<file path="src/rtl/lane_ovr_pkg.sv">
package lane_ovr_pkg;

  localparam int CR_ADDR_W = 16;
  localparam int CR_DATA_W = 16;
  localparam int STEP_W    = 3;

  localparam logic [CR_ADDR_W-1:0] TX_STS_BASE = 16'h2001;
  localparam logic [CR_ADDR_W-1:0] RX_STS_BASE = 16'h2002;
  localparam logic [CR_ADDR_W-1:0] TX_CTL_BASE = 16'h2004;
  localparam logic [CR_ADDR_W-1:0] RX_CTL_BASE = 16'h2005;

  localparam logic [CR_DATA_W-1:0] RX_OWN_BIT   = 16'h4000;
  localparam logic [CR_DATA_W-1:0] TX_OWN_BIT   = 16'h8000;
  localparam logic [CR_DATA_W-1:0] DPLL_RST_BIT = 16'h0800;
  localparam logic [CR_DATA_W-1:0] DPLL_MODE_MSK = 16'h0700;
  localparam int                   DPLL_MODE_LSB = 8;
  localparam logic [2:0]           DPLL_MODE_FORCED = 3'd3;
  localparam int                   ATTN_LSB      = 10;

  localparam logic [STEP_W-1:0] RX_LAST_STEP = 3'd4;
  localparam logic [STEP_W-1:0] TX_LAST_STEP = 3'd2;

  typedef enum logic [3:0] {
    S_IDLE, S_POLL_RD, S_POLL_WT, S_STS_RD, S_STS_WT, S_RX_WR, S_SETTLE,
    S_TX_RD, S_TX_WT, S_TX_WR, S_DIS_RD, S_DIS_WT, S_DIS_WR, S_FIN
  } seq_state_e;

  // Register address of one lane: 0x100 per lane above the base.
  function automatic logic [CR_ADDR_W-1:0] lane_addr(
      input logic [CR_ADDR_W-1:0] base, input logic [3:0] lane);
    return base + {4'h0, lane, 8'h00};
  endfunction

  // Receive control chain: each step edits the previous written value.
  function automatic logic [CR_DATA_W-1:0] rx_edit(
      input logic [CR_DATA_W-1:0] v, input logic [STEP_W-1:0] step);
    case (step)
      3'd0:    return v & ~RX_OWN_BIT;
      3'd1:    return v | RX_OWN_BIT;
      3'd2:    return (v & ~DPLL_MODE_MSK) |
                      ({13'd0, DPLL_MODE_FORCED} << DPLL_MODE_LSB);
      3'd3:    return v | DPLL_RST_BIT;
      default: return v & ~DPLL_RST_BIT;
    endcase
  endfunction

  // Transmit control chain.
  function automatic logic [CR_DATA_W-1:0] tx_edit(
      input logic [CR_DATA_W-1:0] v, input logic [STEP_W-1:0] step,
      input logic [2:0] fld);
    case (step)
      3'd0:    return v & ~TX_OWN_BIT;
      3'd1:    return v | TX_OWN_BIT;
      default: return v | ({13'd0, fld} << ATTN_LSB);
    endcase
  endfunction

endpackage

</file>
<file path="src/rtl/lane_ovr_count.sv">
module lane_ovr_count #(
  parameter int LIMIT = 16
) (
  input  logic clk,
  input  logic rst_n,
  input  logic clr,
  input  logic inc,
  output logic hit
);
  localparam int CW = $clog2(LIMIT + 1);
  localparam logic [CW-1:0] LAST = CW'(LIMIT - 1);

  logic [CW-1:0] cnt;

  always_ff @(posedge clk or negedge rst_n) begin
    if (!rst_n)              cnt <= '0;
    else if (clr)            cnt <= '0;
    else if (inc && !hit)    cnt <= cnt + CW'(1);
  end

  assign hit = (cnt == LAST);
endmodule

</file>
<file path="src/rtl/lane_ovr_req_gen.sv">
module lane_ovr_req_gen
  import lane_ovr_pkg::*;
#(
  parameter int LANE_W = 2
) (
  input  seq_state_e              state,
  input  logic [STEP_W-1:0]       step,
  input  logic [CR_DATA_W-1:0]    work,
  input  logic [LANE_W-1:0]       lane,
  input  logic [2:0]              attn_fld,
  output logic                    req_valid,
  output logic                    req_write,
  output logic [CR_ADDR_W-1:0]    req_addr,
  output logic [CR_DATA_W-1:0]    req_wdata
);
  logic [3:0] lane4;
  assign lane4 = 4'(lane);

  always_comb begin
    req_valid = 1'b0;
    req_write = 1'b0;
    req_addr  = lane_addr(RX_STS_BASE, lane4);
    req_wdata = '0;
    case (state)
      S_POLL_RD, S_STS_RD, S_DIS_RD: begin
        req_valid = 1'b1;
      end
      S_TX_RD: begin
        req_valid = 1'b1;
        req_addr  = lane_addr(TX_STS_BASE, lane4);
      end
      S_RX_WR: begin
        req_valid = 1'b1;
        req_write = 1'b1;
        req_addr  = lane_addr(RX_CTL_BASE, lane4);
        req_wdata = rx_edit(work, step);
      end
      S_DIS_WR: begin
        req_valid = 1'b1;
        req_write = 1'b1;
        req_addr  = lane_addr(RX_CTL_BASE, lane4);
        req_wdata = rx_edit(work, 3'd0);
      end
      S_TX_WR: begin
        req_valid = 1'b1;
        req_write = 1'b1;
        req_addr  = lane_addr(TX_CTL_BASE, lane4);
        req_wdata = tx_edit(work, step, attn_fld);
      end
      default: ;
    endcase
  end
endmodule

</file>
<file path="src/rtl/lane_ovr_fsm.sv">
module lane_ovr_fsm
  import lane_ovr_pkg::*;
#(
  parameter int LANE_W = 2
) (
  input  logic                 clk,
  input  logic                 rst_n,
  input  logic                 start_override,
  input  logic                 start_disable,
  input  logic                 lane_present,
  input  logic [LANE_W-1:0]    lane_sel,
  input  logic [3:0]           atten,
  input  logic                 req_fire,
  input  logic [CR_DATA_W-1:0] wr_data,
  input  logic                 rsp_valid,
  input  logic [CR_DATA_W-1:0] rsp_data,
  input  logic                 poll_hit,
  input  logic                 settle_hit,
  output seq_state_e           state,
  output logic [STEP_W-1:0]    step,
  output logic [CR_DATA_W-1:0] work,
  output logic [LANE_W-1:0]    lane_q,
  output logic [2:0]           attn_fld,
  output logic                 ev_accept_ovr,
  output logic                 ev_accept_dis,
  output logic                 ev_unconf
);
  logic [3:0] attn_q;

  assign ev_accept_ovr = (state == S_IDLE) && start_override;
  assign ev_accept_dis = (state == S_IDLE) && !start_override && start_disable;
  assign ev_unconf     = (ev_accept_ovr || ev_accept_dis) && !lane_present;
  assign attn_fld      = attn_q[2:0];

  always_ff @(posedge clk or negedge rst_n) begin
    if (!rst_n) begin
      state  <= S_IDLE;
      step   <= '0;
      work   <= '0;
      lane_q <= '0;
      attn_q <= '0;
    end else begin
      case (state)
        S_IDLE: begin
          if (ev_accept_ovr || ev_accept_dis) begin
            lane_q <= lane_sel;
            attn_q <= atten;
            if (!lane_present)      state <= S_FIN;
            else if (ev_accept_ovr) state <= S_POLL_RD;
            else                    state <= S_DIS_RD;
          end
        end
        S_POLL_RD: if (req_fire) state <= S_POLL_WT;
        S_POLL_WT: begin
          if (rsp_valid) begin
            if (rsp_data[0] && !poll_hit) state <= S_POLL_RD;
            else                          state <= S_STS_RD;
          end
        end
        S_STS_RD: if (req_fire) state <= S_STS_WT;
        S_STS_WT: begin
          if (rsp_valid) begin
            work  <= rsp_data;
            step  <= '0;
            state <= S_RX_WR;
          end
        end
        S_RX_WR: begin
          if (req_fire) begin
            work <= wr_data;
            if (step == RX_LAST_STEP) state <= S_SETTLE;
            else                      step  <= step + 3'd1;
          end
        end
        S_SETTLE: begin
          if (settle_hit) state <= attn_q[3] ? S_FIN : S_TX_RD;
        end
        S_TX_RD: if (req_fire) state <= S_TX_WT;
        S_TX_WT: begin
          if (rsp_valid) begin
            work  <= rsp_data;
            step  <= '0;
            state <= S_TX_WR;
          end
        end
        S_TX_WR: begin
          if (req_fire) begin
            work <= wr_data;
            if (step == TX_LAST_STEP) state <= S_FIN;
            else                      step  <= step + 3'd1;
          end
        end
        S_DIS_RD: if (req_fire) state <= S_DIS_WT;
        S_DIS_WT: begin
          if (rsp_valid) begin
            work  <= rsp_data;
            state <= S_DIS_WR;
          end
        end
        S_DIS_WR: if (req_fire) state <= S_FIN;
        default:  state <= S_IDLE;
      endcase
    end
  end
endmodule

</file>
<file path="src/rtl/lane_ovr_seq.sv">
module lane_ovr_seq
  import lane_ovr_pkg::*;
#(
  parameter int LANES         = 4,
  parameter int POLL_MAX      = 1000,
  parameter int SETTLE_CYCLES = 1500000,
  localparam int LANE_W       = $clog2(LANES)
) (
  input  logic                 clk,
  input  logic                 rst_n,
  input  logic                 start_override,
  input  logic                 start_disable,
  input  logic                 lane_present,
  input  logic [LANE_W-1:0]    lane_sel,
  input  logic [3:0]           atten,
  output logic                 req_valid,
  input  logic                 req_ready,
  output logic                 req_write,
  output logic [CR_ADDR_W-1:0] req_addr,
  output logic [CR_DATA_W-1:0] req_wdata,
  input  logic                 rsp_valid,
  input  logic [CR_DATA_W-1:0] rsp_data,
  output logic                 busy,
  output logic                 done
);
  seq_state_e           state;
  logic [STEP_W-1:0]    step;
  logic [CR_DATA_W-1:0] work;
  logic [LANE_W-1:0]    lane_q;
  logic [2:0]           attn_fld;
  logic                 ev_accept_ovr, ev_accept_dis, ev_unconf;
  logic                 req_fire;
  logic                 poll_hit, settle_hit;
  logic                 poll_clr, poll_inc, settle_clr, settle_inc;

  assign req_fire   = req_valid && req_ready;
  assign poll_clr   = (state != S_POLL_RD) && (state != S_POLL_WT);
  assign poll_inc   = (state == S_POLL_WT) && rsp_valid;
  assign settle_clr = (state != S_SETTLE);
  assign settle_inc = (state == S_SETTLE);
  assign busy       = (state != S_IDLE);
  assign done       = (state == S_FIN);

  lane_ovr_fsm #(.LANE_W(LANE_W)) u_fsm (
    .clk(clk), .rst_n(rst_n),
    .start_override(start_override), .start_disable(start_disable),
    .lane_present(lane_present), .lane_sel(lane_sel), .atten(atten),
    .req_fire(req_fire), .wr_data(req_wdata),
    .rsp_valid(rsp_valid), .rsp_data(rsp_data),
    .poll_hit(poll_hit), .settle_hit(settle_hit),
    .state(state), .step(step), .work(work), .lane_q(lane_q),
    .attn_fld(attn_fld), .ev_accept_ovr(ev_accept_ovr),
    .ev_accept_dis(ev_accept_dis), .ev_unconf(ev_unconf)
  );

  lane_ovr_req_gen #(.LANE_W(LANE_W)) u_req (
    .state(state), .step(step), .work(work), .lane(lane_q),
    .attn_fld(attn_fld), .req_valid(req_valid), .req_write(req_write),
    .req_addr(req_addr), .req_wdata(req_wdata)
  );

  lane_ovr_count #(.LIMIT(POLL_MAX)) u_poll_cnt (
    .clk(clk), .rst_n(rst_n), .clr(poll_clr), .inc(poll_inc), .hit(poll_hit)
  );

  lane_ovr_count #(.LIMIT(SETTLE_CYCLES)) u_settle_cnt (
    .clk(clk), .rst_n(rst_n), .clr(settle_clr), .inc(settle_inc),
    .hit(settle_hit)
  );
endmodule

</file>
<file path="config.mk">
export PLATFORM = sky130hd
export DESIGN_NAME = lane_ovr_seq
export DESIGN_NICKNAME = d
export VERILOG_FILES = /design/src/rtl/lane_ovr_pkg.sv /design/src/rtl/lane_ovr_count.sv /design/src/rtl/lane_ovr_req_gen.sv /design/src/rtl/lane_ovr_fsm.sv /design/src/rtl/lane_ovr_seq.sv
export SDC_FILE = /design/constraint.sdc
export NUM_CORES = 1
export LEC_CHECK = 0
export ABC_AREA = 1
export BUFFER_PORTS_ARGS = -buffer_cell sky130_fd_sc_hd__clkbuf_2
export CAP_MARGIN = 15
export CORE_UTILIZATION = 55
export CTS_CLUSTER_SIZE = 24
export DETAILED_ROUTE_END_ITERATION = 10
export PLACE_DENSITY = 0.81
export SKIP_LAST_GASP = 1
export SLEW_MARGIN = 20
export SYNTH_ARGS = -nofsm -noshare
export SYNTH_HDL_FRONTEND = slang
export SYNTH_SLANG_ARGS = --single-unit
</file>
<file path="constraint.sdc">
create_clock -name clk -period 2.2 [get_ports clk]
set_clock_uncertainty 0.2 [all_clocks]
set_input_delay 0.33 -clock clk [delete_from_list [all_inputs] [get_ports clk]]
set_output_delay 0.33 -clock clk [all_outputs]
set_load 0.005 [all_outputs]
</file>
* Yosys cells after proc, flatten, opt, wreduce, memory -nomap -nowiden *
Cells that the tools add are included.

storage, ports and cells
  bits in registers = 60
  input port bits = 29
  word-level logic and storage cells = 126

operators by class
  $add $sub $neg = 7
  equality and inequality tests = 42
  multiplexer cells = 39
  bitwise operators = 1
  reduce and logical (&&, ||, !) cells = 30

operators by type and width
  kind                                                   count
  one-hot mux 16 bit (3 select lines)                    2
  2-to-1 mux 4 bit                                       18
  one-hot mux 16 bit (2 select lines)                    2
  adder 14 x 10 -> 15 bit, first input constant          4
  one-hot mux 15 bit (4 select lines)                    1
  one-hot mux 4 bit (13 select lines)                    1
  2-to-1 mux 21 bit                                      2
  2-to-1 mux 16 bit                                      2
  inequality test 2 bit, second input constant           15
  equality test 4 bit, second input constant             6
  adder 21 x 1 -> 21 bit, second input constant          1
  equality test 21 bit, second input constant            1
  2-to-1 mux 10 bit                                      2
  equality test 4 x 3 -> 1 bit, second input constant    4
  OR 16 x 13 -> 16 bit                                   1
  2-to-1 mux 3 bit                                       5
  AND reduction 15 bit                                   1
  adder 10 x 1 -> 10 bit, second input constant          1
  equality test 10 bit, second input constant            1
  inequality test 2 x 1 -> 1 bit, second input constant  5
  logical AND 1 bit                                      9
  one-hot mux 3 bit (3 select lines)                     1
  equality test 4 x 2 -> 1 bit, second input constant    2
  OR reduction 7 bit                                     1
  other kinds (22)                                       31

* Logic depth before layout (Yosys ltp) *
Gate-level depths: netlist of the first run.

  depth after elaboration = 6
  gate-level depth with buffers = 11

* Cells and area by module *
A second synthesis of the first run with hierarchy kept.

second synthesis, totals
  cells, all modules = 746
  area total of the unflattened synthesis = 4,752.1 sq um

by module, submodules not included
  module                         instances  cells an instance  area each (sq um)  sequential area each (sq um)
  lane_ovr_fsm                   1          297                1,963.1            725.7
  lane_ovr_count (u_settle_cnt)  1          236                1,522.7            525.5
  lane_ovr_count (u_poll_cnt)    1          102                679.4              250.2
  lane_ovr_req_gen               1          92                 503.0              0.0
  lane_ovr_seq                   1          19                 83.8               0.0

* Worst setup path after synthesis of the first run *
OpenSTA, ideal clock, no wires.

  path kind = flip-flop to output port
  start = reg u_fsm.state[1]
  end = out req_wdata[0]
  data arrival time = 1,399 ps
  data required time = 1,670 ps
  slack = 271 ps
  cell stages (with the launch flop) = 8
  path buffers = 2
  cells stage by stage = dfrtp_1 > nor2_2 > nand2_1 > nand2_2 > nor2_1 > buf_2 > buf_2 > nor2_1

between the ends
  longest elaborated chain between the ends = 2

ends and longest elaborated chain
  element                                                                     RTL line                text
  start, declared                                                             lane_ovr_fsm.sv:19      output seq_state_e state,
  start signal, assigned                                                      lane_ovr_fsm.sv:76      if (settle_hit) state <= attn_q[3] ? S_FIN : S_TX_RD;
  equality test 4 bit / equality test 4 x 3 -> 1 bit (equally long branches)  lane_ovr_req_gen.sv:24  case (state)
  one-hot mux 16 bit (3 select lines) (*)                                     lane_ovr_req_gen.sv:24
  end, declared                                                               lane_ovr_seq.sv:20      output logic [CR_DATA_W-1:0] req_wdata,

Every way passes the cells marked *; elsewhere a longest branch is shown, timed or not.

* Worst setup path after layout of the first run *
  start = reg u_fsm.state[2]
  end = out req_wdata[8]

Same word-level chain as after synthesis.

==> results of run 1 <==
==> synthesized netlist by cell type (all sizes together) <==
| cell type | n | area [µm²] |
|---|---|---|
| a31o | 1 | 8.76 |
| xnor2 | 2 | 17.5 |
| ha | 7 | 87.6 |
| buf | 17 | 134 |
| o21ai | 43 | 249 |
| o21bai | 5 | 37.5 |
| o2111ai | 1 | 8.76 |
| nand4 | 3 | 18.8 |
| mux2 | 6 | 67.6 |
| clkinv | 1 | 5.00 |
| nand3b | 1 | 7.51 |
| nor3b | 1 | 7.51 |
| conb | 2 | 7.51 |
| nor4 | 2 | 12.5 |
| nand3 | 42 | 233 |
| inv | 79 | 299 |
| a31oi | 3 | 18.8 |
| a21oi | 19 | 95.1 |
| a22oi | 1 | 21.3 |
| nor3 | 10 | 60.1 |
| dfrtp | 60 | 1500 |
| or2 | 2 | 12.5 |
| nand2 | 171 | 674 |
| nor2 | 75 | 314 |
| xor2 | 3 | 26.3 |
==> registers in the layout, summed over array words and instances, names as in the netlist <==
name	cells
u_fsm.attn_q	4
u_poll_cnt.cnt	10
u_fsm.step	3
u_settle_cnt.cnt	21
u_fsm.state	4
u_fsm.work	16
u_fsm.lane_q	2
==> area by class of cell <==
| type | instances | area (µm²) |
|---|---|---|
| clock buffer | 11 | 131 |
| timing repair buffer | 87 | 564 |
| fill | 505 | 1970 |
| sequential | 60 | 1510 |
| multi-input combinational | 409 | 2180 |
| inverter | 80 | 312 |
| tap | 96 | 120 |
| clock inverter | 5 | 52.6 |
==> cell families (layout without fill, tap and decap cells) <==
kind of cell,Yosys count,count (layout)
compound gates,73,73
fa+ha+maj,7,7
mux,6,6
other cells,2,11
simple gates,307,307
xor+xnor,5,5
flops,60,60
buf+inv,97,183
==> report_power, final <==
group	total, µW	leakage [µW]	internal, µW	switching [µW]
combinational	3250	0.00167	1280	1970
sequential	1580	0.000802	1360	214
clock	996	0.0000931	518	477
==> per-stage QoR <==
stage	area (µm²)	util
global placement	4280	0.626
CTS	4720	0.691
global route	4860	0.712
finish	4860	0.712
floorplan	3960	-
detailed placement	4280	0.626
==> path summary, 6_finish.rpt <==
| kind | startpoint | to | slack, ns | depth (start not counted) |
|---|---|---|---|---|
| worst max register to register | u_fsm.step[0] | u_fsm.work[14] | -0.13 | 15 |
| min in group asynchronous | rst_n | u_poll_cnt.cnt[6] | 0.32 | 3 |
| worst min register to register | u_settle_cnt.cnt[8] | u_settle_cnt.cnt[8] | 0.30 | 1 |
| max in group asynchronous | rst_n | u_fsm.state[0] | 1.21 | 3 |
| worst max-delay path | u_fsm.state[2] | req_wdata[8] | -0.15 | 9 |
| worst min-delay path | lane_sel[0] | u_fsm.lane_q[0] | 0.01 | 2 |
==> worst reg2reg max path, delay by kind of cell (launching register included) <==
kind / cells / cell delay [ns]
buffers and inverters: 7 / 0.86
flip-flops: 1 / 0.44
AND/OR/NAND/NOR: 6 / 0.42
adder cells (fa/ha/maj): 1 / 0.22
AO/OA/AOI/OAI: 1 / 0.14
==> per-layer routing <==
layer  track usage  part of all wire  vias to the layer above
met1         0.353              0.39                     1859
met4         0.152             0.047                        0
met2         0.452              0.49                      222
met5             0                 0                        -
li1              -                 -                     1919
met3        0.0514             0.070                       55
==> timing repair <==
item	4_1_cts	5_1_grt
endpoints found under the setup margin	17	25
hold buffers	1	0
resized for setup	32	22
gates cloned	0	1
endpoints found under the hold margin	60	0
setup buffers	20	5
pin swaps	13	9
==> flow_summary.ini, run 1 <==
[timing]
finalWorstSetupSlack_ns = -0.147
finalSetupViolations = 18
grt_setup_unrepaired = yes
finalCritPeriodShare = 1.07
finalSetupTns_ns = -1.06
max_clock_freq_mhz = 426
max_slew_margin = 0.599
finalWorstPathRequiredPeriod_ns = 2.35
finalMaxSlewViolations = 0
finalHoldViolCount = 0
final.hold.worst_slack_ns = 0.00969
worst-slew-pin-transition_ns = 0.601

[route]
ant_nets = 0
drt_iter0_markers = 279
post-route-drc-count = 0
detailedRoute.firstPassIterationCount = 7
avgRoutedWirePerCell_um = 14.1
via_per_inst = 5.42
detailroute.via_count = 4055
drt_wl_total_um = 10600

[placed_design]
dp_slack_ns = 0.205
dp_hpwl_um = 6540
gp_routability_congestion = 0.959
post-place-cells = 705
portBuffers = 53

[status]
failing_checks = negative setup slack
run_status = complete, but fails checks

[cells_and_area]
finish.net_count = 683
layout-drive-gt1-share = 0.285
layout_commonest_cell = sky130_fd_sc_hd__nand2_1
instances_no_fill = 748
area_delta_synth_final_pct = 23.9
ant_cells = 0
most-common-layout-cells = 152 x sky130_fd_sc_hd__nand2_1, 67 x sky130_fd_sc_hd__inv_1, 62 x sky130_fd_sc_hd__nor2_1

[synth]
synth-compound-area-share = 0.112
share_of_synthesized_cell_area_in_full_adder_half_adder_and_majority_cells = 0.0223
synth.yosys.seq_area_share = 0.383
area_fraction_in_and_or_nand_and_nor_cells_after_synthesis = 0.341
synth_top_family_by_area = simple AND/OR/NAND/NOR gates
netlist_cell_types = 38
post_synth.cell_area_avg_um2 = 7.05
synth_seq_cells = 60
syn-cell-area_um2 = 3930
synth.area.mux_share = 0.0172
synth_xor_xnor_area_share = 0.0112
synth-warning-count = 0
postSynthCellCount = 557

[setup_path]
worstSetupStartpointType = flop
worst_ep_required_time_ns = 1.67
path_cells = inv_2 > nor2_4 > nand2_1 > inv_2 > nor2_4 > inv_2 > a21oi_2 > inv_1 > clkbuf_2
cpMostUsedCell = sky130_fd_sc_hd__inv_2
cp.arrival_ns = 1.82
crit_slowest_cell = sky130_fd_sc_hd__dfrtp_2
cp-end-kind = output port
worst-path-max-fanout = 6
path_class = reg -> out
critical_path.max_stage_delay_ns = 0.45
critical_path.n_buffers_inverters = 5
critPathTopFamily = buffers and inverters

[die]
rows = 30
die_height_um = 86.5
fp.dieArea_um2 = 7480
die_w_um = 86.5
initial_utilization = 0.575
fp.coreArea_um2 = 6830
ioPinCount = 65

[clocking]
worstSkewPairLatency_ns = 0.35
cts_htree_levels = 3
cts_buffers = 9
cts.root.buffer_cell = sky130_fd_sc_hd__clkbuf_8
cts_tree = yes
clock_sink_count = 60
clk_path_buf_depth = 2
cts.clk_slew.worst_paths_ns = 0.08

[grt]
via_count_of_the_first_global_routing_pass = 3682
gr-usage-all-layers = 0.278
grt_pass1_wl_um = 16200
pin_count_of_the_biggest_net_entering_global_routing = 61
overflow = 0
grt_antenna_before_repair = 0

[power]
total_leakage_power_uw = 0.00257
powerDensity_nw_per_um2 = 1200
post-layout-total-power_uw = 5820
vdd.ir_drop.worst_mv = 0.837

[worst_hold_path]
hp-class = in -> reg

[run]
cap_viol_max_count = 0
No activity file was read; power rests on OpenSTA's default activity.
==> inputs of run 2 (changes only) <==
- clock period: 2.2 -> 2.75 ns (I/O delays scaled with it)
==> flow_summary.ini, run 2 (synthesis gave the netlist of run 1 again) <==
[status]
run_status = complete, no violations

[timing]
finalSetupViolations = 0
max_slew_margin = 0.499
finalWorstPathRequiredPeriod_ns = 2.57
finalHoldViolCount = 0
max_clock_freq_mhz = 390
worst-slew-pin-transition_ns = 0.751
grt_setup_unrepaired = no
finalSetupTns_ns = 0
finalMaxSlewViolations = 0
finalCritPeriodShare = 0.933

[setup_path]
cp-end-kind = output port
worst_ep_required_time_ns = 2.14
path_cells = nor2_2 > nand2_1 > nand2_2 > nor2_1 > buf_4 > nor2_1 > clkbuf_2
crit_slowest_cell = sky130_fd_sc_hd__dfrtp_1
cp.arrival_ns = 1.95
worst-path-max-fanout = 19
rrSetupSlack_ns = 0.60
worstSetupStartpointType = flop
path_class = reg -> out
cpMostUsedCell = sky130_fd_sc_hd__nor2_1
critical_path.max_stage_delay_ns = 0.45

[grt]
gr-usage-all-layers = 0.251
grt_antenna_before_repair = 0
overflow = 0
pin_count_of_the_biggest_net_entering_global_routing = 61
grt_pass1_wl_um = 14800
via_count_of_the_first_global_routing_pass = 3402

[route]
ant_nets = 0
detailedRoute.firstPassIterationCount = 5
detailroute.via_count = 3654
via_per_inst = 5.12
drt_iter0_markers = 249
drt_wl_total_um = 8460
post-route-drc-count = 0
avgRoutedWirePerCell_um = 11.8

[cells_and_area]
area_delta_synth_final_pct = 12.5
register_name_with_the_most_flops = u_settle_cnt.cnt
ant_cells = 0
finish.net_count = 651
largest_registers = u_settle_cnt.cnt x21, u_fsm.work x16, u_poll_cnt.cnt x10
layout-drive-gt1-share = 0.191
fin_area_um2 = 4420
largest_reg_flops = 21
layout_commonest_cell = sky130_fd_sc_hd__nand2_1
most-common-layout-cells = 160 x sky130_fd_sc_hd__nand2_1, 72 x sky130_fd_sc_hd__inv_1, 68 x sky130_fd_sc_hd__nor2_1

[clocking]
cts.clk_slew.worst_paths_ns = 0.07
cts_buffers = 9
clock_sink_count = 60
cts.root.buffer_cell = sky130_fd_sc_hd__clkbuf_8
cts_tree = yes
post_cts.repair.setup_buffers = 0
worstSkewPairLatency_ns = 0.34
clk_path_buf_depth = 2
ctsHoldBuffers = 0
postCtsResizedCells = 0
cts_htree_levels = 3

[power]
vdd.ir_drop.worst_mv = 0.592
total_leakage_power_uw = 0.00239
powerDensity_nw_per_um2 = 893

[run]
cap_viol_max_count = 0

[die]
rows = 30
die_height_um = 86.5
fp.coreArea_um2 = 6830
ioPinCount = 65
die_w_um = 86.5
fp.dieArea_um2 = 7480
initial_utilization = 0.575

[placed_design]
portBuffers = 53
gp_routability_congestion = 0.908
dp_hpwl_um = 6290
postPlaceCellArea_um2 = 4230

[worst_hold_path]
hp-class = in -> async
==> run 2: area by class of cell <==
type	instances	area, µm²
clock buffers	12	155
multi-input cells	409	2020
repair buffers	55	280
flip-flops and latches	60	1500
well taps	96	120
clock inverters	2	35.0
fillers	603	2420
inverters	80	304
==> run 2: worst paths after layout <==
path,start,end,depth (start not counted)
setup / recovery,u_fsm.state[1],req_wdata[1],7
hold / removal,rst_n,u_poll_cnt.cnt[6],2
setup reg to reg,u_fsm.state[1],u_fsm.state[0],8
hold reg to reg,u_fsm.work[12],u_fsm.work[12],2
max in group asynchronous,rst_n,u_fsm.lane_q[0],2
min in group clk,atten[3],u_fsm.attn_q[3],2
==> run 2: critical path, delay by kind of cell (launching register included) <==
family | cells | cell delay, ns
flip-flops | 1 | 0.45
buffers and inverters | 2 | 0.31
AND/OR/NAND/NOR | 5 | 0.84
==> run 2: per-stage QoR <==
step / power [µW] / hold slack (ns) / worst slack (ns) / utilization / cells
2_1_floorplan: 2720 / -0.0831 / 0.739 / - / 566
3_3_place_gp: 3090 / 0.265 / 0.651 / 0.618 / 700
3_5_place_dp: 3150 / 0.270 / 0.585 / 0.618 / 700
5_1_grt: 4260 / 0.0880 / 0.0412 / 0.646 / 714
4_1_cts: 3950 / 0.0495 / 0.201 / 0.646 / 714
6_report: 3940 / 0.0134 / 0.184 / 0.646 / 714
==> run 2: power by group <==
part           total, µW  switching [µW]  internal [µW]
registers           1220             137           1080
clock network        801             344            457
logic               1920            1270            655
total               3940            1750           2200
==> run 2: routing by layer <==
metal,global-route usage,up-vias,share of wire
li1,-,1847,-
met1,0.325,1693,0.45
met4,0.121,0,0.021
met3,0.0410,17,0.042
met2,0.413,97,0.49
met5,0,-,0
==> inputs of run 3 (changes only) <==
- CORE_UTILIZATION: 55 -> 40
- PLACE_DENSITY: 0.81 -> 0.63
- SLEW_MARGIN: 20 -> unset
==> flow_summary.ini, run 3 (synthesis gave the netlist of run 1 again) <==
[status]
run_status = complete, no violations

[power]
p_clk_frac = 0.196
pwr-share-comb = 0.492
net-switching-power_uw = 1750
power.internal_uw = 2150
powerDensity_nw_per_um2 = 872
total_leakage_power_uw = 0.00239
p_seq_frac = 0.313
switching_power_as_a_share_of_total_power = 0.448
vdd.ir_drop.worst_mv = 0.458

[placed_design]
dp_hpwl_um = 6550
postPlaceCellArea_um2 = 4280
gp_routability_congestion = 0.897
portBuffers = 53

[route]
via_per_inst = 4.75
drt_iter0_markers = 168
post-route-drc-count = 0
routed-wl-met3_um = 332
dr_wl_met2_um = 4000
detailroute.via_count = 3562
wirelength_met1_um = 4190
ant_nets = 0
top_layer = met4
avgRoutedWirePerCell_um = 11.5
drt_wl_total_um = 8660
detailedRoute.firstPassIterationCount = 5

[timing]
finalHoldViolCount = 0
finalSetupTns_ns = 0
grt_setup_unrepaired = no
finalWorstPathRequiredPeriod_ns = 2.57
finalSetupViolations = 0
max_clock_freq_mhz = 390
finalCritPeriodShare = 0.933
finalMaxSlewViolations = 0

[clocking]
cts_buffers = 9
clock_sink_count = 60
cts.clk_slew.worst_paths_ns = 0.07
cts_tree = yes
cts.root.buffer_cell = sky130_fd_sc_hd__clkbuf_8
post_cts.repair.setup_buffers = 0
postCtsResizedCells = 0
clk_path_buf_depth = 2
worstSkewPairLatency_ns = 0.34
ctsHoldBuffers = 1
cts_htree_levels = 3

[grt]
pin_count_of_the_biggest_net_entering_global_routing = 61
grt_antenna_before_repair = 0
overflow = 0
grt_pass1_wl_um = 15100
gr-usage-all-layers = 0.188
via_count_of_the_first_global_routing_pass = 3371

[die]
initial_utilization = 0.419
fp.coreArea_um2 = 9370
die_w_um = 101
rows = 35
die_height_um = 101
ioPinCount = 65
fp.dieArea_um2 = 10200

[cells_and_area]
layout_commonest_cell = sky130_fd_sc_hd__nand2_1
finish.net_count = 652
area_delta_synth_final_pct = 14.0
layout-drive-gt1-share = 0.192
fin_area_um2 = 4470
largest_registers = u_settle_cnt.cnt x21, u_fsm.work x16, u_poll_cnt.cnt x10
register_name_with_the_most_flops = u_settle_cnt.cnt
ant_cells = 0
most-common-layout-cells = 160 x sky130_fd_sc_hd__nand2_1, 72 x sky130_fd_sc_hd__inv_1, 68 x sky130_fd_sc_hd__nor2_1
largest_reg_flops = 21

[setup_path]
reg2reg_from = u_fsm.state[1]
worst-path-max-fanout = 19
cp.arrival_ns = 1.95
reg2reg_depth = 9
critical_path.reg2reg.endpoint = u_fsm.work[2]
worst_ep_required_time_ns = 2.14
path_class = reg -> out
worstSetupStartpointType = flop
cp-end-kind = output port
rrSetupSlack_ns = 0.64

[worst_hold_path]
hp-class = in -> reg
timing.hold.worst_endpoint = u_fsm.lane_q[0]
whs_path_depth = 2
min_from = lane_sel[0]

[run]
cap_viol_max_count = 0
-- run 3: changes by cell type in the layout (fill, tap and decap cells not counted) --
cell	previous run	this run
sky130_fd_sc_hd__clkbuf_1	1	2
sky130_fd_sc_hd__buf_4	2	1
sky130_fd_sc_hd__clkinv_2	2	4
sky130_fd_sc_hd__clkinvlp_4	0	1
sky130_fd_sc_hd__buf_12	0	1
sky130_fd_sc_hd__clkbuf_8	11	9
sky130_fd_sc_hd__dlygate4sd3_1	0	1
-- run 3: per-stage QoR --
| step | power (µW) | hold slack, ns | util | instances | setup WS, ns |
|---|---|---|---|---|---|
| 6_report | 3900 | 0.100 | 0.477 | 750 | 0.184 |
| 5_1_grt | 4260 | 0.0928 | 0.477 | 750 | 0.00408 |
| 4_1_cts | 3940 | 0.0883 | 0.477 | 750 | 0.175 |
| 3_5_place_dp | 3160 | 0.252 | 0.457 | 733 | 0.555 |
| 3_3_place_gp | 3130 | 0.256 | 0.457 | 733 | 0.621 |
| 2_1_floorplan | 2720 | -0.0831 | - | 566 | 0.739 |
-- run 3: critical path: stages, from the launching register on --
cell and delay, ns:
sky130_fd_sc_hd__dfrtp_1 0.46, sky130_fd_sc_hd__nor2_2 0.29, sky130_fd_sc_hd__nand2_1 0.20, sky130_fd_sc_hd__nand2_2 0.16, sky130_fd_sc_hd__nor2_1 0.09, sky130_fd_sc_hd__buf_4 0.19
sky130_fd_sc_hd__nor2_1 0.10, sky130_fd_sc_hd__clkbuf_2 0.12
-- run 3: power by group through the flow --
stage / clock (µW) / sequential (µW) / combinational [µW]
6_report: 764 / 1220 / 1920
5_1_grt: 822 / 1240 / 2200
4_1_cts: 791 / 1220 / 1930
3_5_place_dp: 0 / 1230 / 1930
3_3_place_gp: 0 / 1230 / 1910
2_1_floorplan: 0 / 1200 / 1520
-- run 3: metal layers --
layer	global-route usage	vias to the layer above
met1	0.254	1622
met5	0	-
met3	0.0291	11
met4	0.0747	0
li1	-	1852
met2	0.300	77
-- run 3: worst max path at each step --
stage                    from            to  slack, ns  depth (start not counted)
2_1_floorplan  u_fsm.state[1]  req_wdata[0]       0.74                          7
3_3_place_gp   u_fsm.state[1]  req_wdata[2]       0.62                          7
3_5_place_dp   u_fsm.state[1]  req_wdata[0]       0.56                          7
4_1_cts        u_fsm.state[1]  req_wdata[7]       0.18                          7
5_1_grt        u_fsm.state[1]  req_wdata[6]      0.004                          7
6_report       u_fsm.state[1]  req_wdata[0]       0.18                          7
-- run 3: final cells by class --
type	count	area [µm²]
well taps	129	161
repair buffers	56	303
clock buffers	11	131
inverters	80	304
flip-flops and latches	60	1500
multi-input cells	409	2020
fillers	977	4900
clock inverters	5	52.6
